## config.mk

```make
export PLATFORM = sky130hd
export DESIGN_NAME = raster_timing
export DESIGN_NICKNAME = d
export VERILOG_FILES = /design/src/rtl/raster_timing.sv
export SDC_FILE = /design/constraint.sdc
export NUM_CORES = 1
export LEC_CHECK = 0
export ABC_AREA = 0
export CAP_MARGIN = 20
export CORE_MARGIN = 4
export CORE_UTILIZATION = 48
export CTS_CLUSTER_SIZE = 8
export DETAILED_ROUTE_END_ITERATION = 12
export MAX_ROUTING_LAYER = met4
export PLACE_DENSITY = 0.72
export SYNTH_ARGS = -nofsm -noshare
export SYNTH_HDL_FRONTEND = slang
export SYNTH_SLANG_ARGS = --single-unit
export TNS_END_PERCENT = 1
```

## constraint.sdc

```tcl
create_clock -name clk -period 5.8 [get_ports clk]
set_input_delay 0.87 -clock clk [delete_from_list [all_inputs] [get_ports clk]]
set_output_delay 0.87 -clock clk [all_outputs]
set_load 0.02 [all_outputs]
```

## src/rtl/raster_timing.sv

```systemverilog
module raster_timing #(
  parameter int H_VIS   = 1680,
  parameter int H_FRONT = 104,
  parameter int H_SYNC  = 184,
  parameter int H_BACK  = 288,
  parameter int V_VIS   = 1050,
  parameter int V_FRONT = 1,
  parameter int V_SYNC  = 3,
  parameter int V_BACK  = 33,
  localparam int H_TOT  = H_VIS + H_FRONT + H_SYNC + H_BACK,
  localparam int V_TOT  = V_VIS + V_FRONT + V_SYNC + V_BACK,
  localparam int XW     = $clog2(H_TOT),
  localparam int YW     = $clog2(V_TOT)
) (
  input  logic          clk,
  input  logic          rst,
  output logic          hsync_o,
  output logic          vsync_o,
  output logic          visible_o,
  output logic [XW-1:0] col_o,
  output logic [YW-1:0] row_o
);

  localparam logic [XW-1:0] H_LAST = XW'(H_TOT - 1);
  localparam logic [YW-1:0] V_LAST = YW'(V_TOT - 1);
  localparam logic [XW-1:0] H_VEND = XW'(H_VIS);
  localparam logic [YW-1:0] V_VEND = YW'(V_VIS);
  localparam logic [XW-1:0] HS_BEG = XW'(H_VIS + H_FRONT);
  localparam logic [XW-1:0] HS_END = XW'(H_VIS + H_FRONT + H_SYNC);
  localparam logic [YW-1:0] VS_BEG = YW'(V_VIS + V_FRONT);
  localparam logic [YW-1:0] VS_END = YW'(V_VIS + V_FRONT + V_SYNC);

  logic [XW-1:0] hcnt;
  logic [YW-1:0] vcnt;
  logic          line_end;
  logic          frame_end;
  logic          started;

  assign line_end  = (hcnt == H_LAST);
  assign frame_end = (vcnt == V_LAST);

  always_ff @(posedge clk) begin
    if (rst) begin
      hcnt <= '0;
      vcnt <= '0;
    end else begin
      hcnt <= line_end ? '0 : hcnt + 1'b1;
      if (line_end)
        vcnt <= frame_end ? '0 : vcnt + 1'b1;
    end
  end

  always_ff @(posedge clk) begin
    if (rst) begin
      hsync_o   <= 1'b1;
      vsync_o   <= 1'b0;
      visible_o <= 1'b0;
      col_o     <= '0;
      row_o     <= '0;
      started   <= 1'b0;
    end else begin
      hsync_o   <= !(hcnt >= HS_BEG && hcnt < HS_END);
      vsync_o   <= (vcnt >= VS_BEG && vcnt < VS_END);
      visible_o <= (hcnt < H_VEND) && (vcnt < V_VEND);
      col_o     <= hcnt;
      row_o     <= vcnt;
      started   <= 1'b1;
    end
  end

  assert_col_step_R1: assert property (@(posedge clk) disable iff (rst)
    (started && col_o != H_LAST) |=> (col_o == $past(col_o) + 1'b1));

  assert_col_wrap_R1: assert property (@(posedge clk) disable iff (rst)
    (started && col_o == H_LAST) |=> (col_o == '0));

  assert_row_hold_R2: assert property (@(posedge clk) disable iff (rst)
    (started && col_o != H_LAST) |=> $stable(row_o));

  assert_row_wrap_R2: assert property (@(posedge clk) disable iff (rst)
    (started && col_o == H_LAST && row_o == V_LAST) |=> (row_o == '0));

  assert_hsync_window_R3: assert property (@(posedge clk) disable iff (rst)
    started |-> (hsync_o == !(col_o >= HS_BEG && col_o < HS_END)));

  assert_vsync_window_R4: assert property (@(posedge clk) disable iff (rst)
    started |-> (vsync_o == (row_o >= VS_BEG && row_o < VS_END)));

  assert_visible_area_R5: assert property (@(posedge clk) disable iff (rst)
    visible_o |-> (col_o < H_VEND && row_o < V_VEND));

  assert_first_pixel_R6: assert property (@(posedge clk) disable iff (rst)
    $rose(started) |-> (col_o == '0 && row_o == '0 && visible_o));

  assert_reset_rest_R7: assert property (@(posedge clk)
    rst |=> (hsync_o && !vsync_o && !visible_o && col_o == '0 && row_o == '0));

endmodule

```

==> run_results.csv <==
group,metric,value,unit
final_layout,drive_above_1_share,5.45,%
die,start_util,50.4,%
detailed_routing,drtPass1Iterations,4,
detailed_routing,vias_per_cell,5.23,
worst_setup_path,worstSetupStartpointType,"register",
place,dp_hpwl,2.45,mm
clocking,cts_tree,"done",
clocking,cts_max_path_buffers,2,
die,die_area,4930,µm²
worst_setup_path,crit_cells,4,
die,io_pins,28,
detailed_routing,drtIter0Drc,92,
clocking,ctsResizeCount,0,
worst_setup_path,cp_max_fo,16,
worst_setup_path,crit_start,"hcnt[8]$_SDFF_PP0_",
timing,tns,0,ns
timing,final_hold_viol_count,0,
logic_synthesis,syn_nets,201,
grt,grt_use_total,15.5,%
worst_setup_path,path_class,"reg -> reg",
die,die-height,70.2,µm
logic_synthesis,postSynth.asyncResetShare,0,%
detailed_routing,num_vias,1401,
pwr,powerDensity,243,nW/µm²
place,port_buffers,27,
worst_setup_path,rr_startpoint,"hcnt[8]$_SDFF_PP0_",
place,pre_cts_ws,2.99,ns
logic_synthesis,synth_area_leaders,"dfxtp_1 53%, nor2b_1 6.4%, xnor2_1 4.7%, nor2_1 4.6%, ha_1 2.7%",
final_layout,most-common-layout-cells,"49 x dfxtp_1, 27 x clkdlybuf4s50_1, 23 x nor2_1",
clocking,numCtsBuffers,5,
place,place_congestion,0.781,
worst_setup_path,slowest_delay,0.67,ns
die,core,3690,µm²
logic_synthesis,synth_top_area_share,52.8,%
clocking,cts_root_buffer,"clkbuf_8",
flow_run,cap_violations,0,
final_layout,stdcell_area,2250,µm²
worst_setup_path,cp-end-kind,"register",
min_path,hold_path_class,"reg -> reg",
worst_setup_path,cpLargestDelayFamily,"simple AND/OR/NAND/NOR gates",
worst_setup_path,r2r-end,"vcnt[8]$_SDFFE_PP0N_",
grt,grt_pass1_vias,1299,
worst_setup_path,worstPathRequired,6.02,ns
timing,layout_min_cycle_time,2.43,ns
final_layout,final_common_cell,"dfxtp_1",
worst_setup_path,slowest_stage,"or4_1",
grt,grt_pass1_wl,5.92,mm
worst_setup_path,critPathMostFrequentCell,"or4_1",
clocking,hold_buffers,0,
timing,worst_slack,3.37,ns
clocking,cts_setup_buffers,0,
logic_synthesis,synth_seq_cells,49,
final_layout,num-nets-final,225,
clocking,clkSinkCount,49,
worst_setup_path,critPathCapture,"vcnt[8]$_SDFFE_PP0N_",
die,die_w,70.2,µm
grt,grt-ovfl-total,0,
timing,setup_viol,0,
final_layout,diodes,0,
final_layout,area_delta_synth_final,21.1,%
clocking,path_clk_slew,0.09,ns
run_status,status,"finished, final reports clean",
timing,fin_skew,0.00680,ns
detailed_routing,wl_per_cell,13.2,µm
logic_synthesis,synth_area_per_cell,9.53,µm²
clocking,htree_levels,2,
worst_setup_path,ff2ff_setup_slack,3.37,ns
timing,drv_slew,0,
worst_setup_path,critical_path_arrival,2.65,ns
detailed_routing,routed_wl,3.55,mm
logic_synthesis,yosys_warnings,0,
timing,slew_headroom,62.0,%
clocking,insertion_delay,0.30,ns
logic_synthesis,synth-edff-count,0,
place,dpl_cell_area,2140,µm²
die,row_count,22,
timing,grt_setup_unrepaired,"no",
logic_synthesis,syn_inst,195,
logic_synthesis,ys.flop_type,"dfxtp_1",
logic_synthesis,yosysSeqAreaShare,52.8,%
final_layout,utilization,61.0,%
timing,fin_crit_sh,41.8,%
pwr,max-vdd-ir-drop,222,µV
grt,grt_max_degree,34,
timing,clock.fmax,412,MHz
worst_setup_path,rr_worst_depth,4,
worst_setup_path,cp_cell_sequence,"or4b_4 -> or4_1 -> or4_1 -> a21oi_1",
logic_synthesis,synth_area,1860,µm²
detailed_routing,drc,0,
worst_setup_path,crit_buf_inv,0,
detailed_routing,ant_nets,0,
pwr,power,0.548,mW
pwr,p_leak,0.756,nW
logic_synthesis,synth_largest_area_cell,"dfxtp_1",
logic_synthesis,ys_types,34,
timing,worst_pin_slew,0.565,ns
grt,antenna_found_initial,0,
cell usage after synthesis (all sizes together) (2+ instances only):
library cell  number
a2111oi            2
a21oi              7
buf                3
clkbuf             8
dfxtp             49
ha                 4
inv                5
nand2             11
nand2b             4
nand3              7
nand4              5
nor2              23
nor2b             19
nor3               2
nor4               6
o21ai              4
o31ai              5
o41ai              2
or3                2
or4                5
xnor2             10
xor2               2
power by group:
part           switching [mW]  internal (mW)  total, mW
Clock                   0.105         0.0832      0.189
Combinational          0.0103        0.00721     0.0175
Sequential            0.00207          0.339      0.341
Total                   0.118          0.430      0.548
layout make-up:
class / instances / area [µm²]
clock buffer: 5 / 68.8
clock inverter: 3 / 17.5
fill: 327 / 1440
inverter: 5 / 18.8
multi-input combinational: 130 / 808
sequential: 49 / 981
tap: 48 / 60.1
timing repair buffer: 28 / 295
registers in the layout, summed over array words and instances, names as in the netlist:
name,flops
visible_o,1
hsync_o,1
hcnt,12
row_o,11
col_o,12
vsync_o,1
vcnt,11
logic make-up (layout without fill, tap and decap cells):
logic type | Yosys count | in the layout | synth area share (%)
mux | 1 | 1 | 0.539
fa+ha+maj | 4 | 4 | 2.69
compound gates | 24 | 24 | 8.55
simple gates | 89 | 89 | 26.1
xor+xnor | 12 | 12 | 5.66
buf+inv | 16 | 41 | 3.70
flops | 49 | 49 | 52.8
per-stage QoR:
stage                     hold slack (ns)  instances
after floorplan                     0.430        195
after global placement              0.446        259
after detailed placement            0.463        259
after CTS                           0.483        267
after global routing                0.513        268
final                               0.479        268
per-layer routing:
metal  global-route usage, %  vias to the layer above  part of all wire [%]  wire (µm)
li1                        -                      719                     -          -
met1                    18.7                      629                    46       1640
met2                    23.6                       47                    46       1620
met3                    4.03                        6                   5.8        204
met4                    8.09                        0                   2.1         76
met5                       -                        -                     0          0
worst min-delay path by stage:
stage                             from            endpoint  slack, ns  cells after the start
global route        hcnt[0]$_SDFF_PP0_  hcnt[0]$_SDFF_PP0_       0.51                      1
CTS                 hcnt[0]$_SDFF_PP0_  hcnt[0]$_SDFF_PP0_       0.48                      1
detailed placement  hcnt[0]$_SDFF_PP0_  hcnt[0]$_SDFF_PP0_       0.46                      1
floorplan           hcnt[0]$_SDFF_PP0_  hcnt[0]$_SDFF_PP0_       0.43                      1
finish              hcnt[0]$_SDFF_PP0_  hcnt[0]$_SDFF_PP0_       0.48                      1
global placement    hcnt[0]$_SDFF_PP0_  hcnt[0]$_SDFF_PP0_       0.45                      1
No activity file was read; power rests on OpenSTA's default activity.
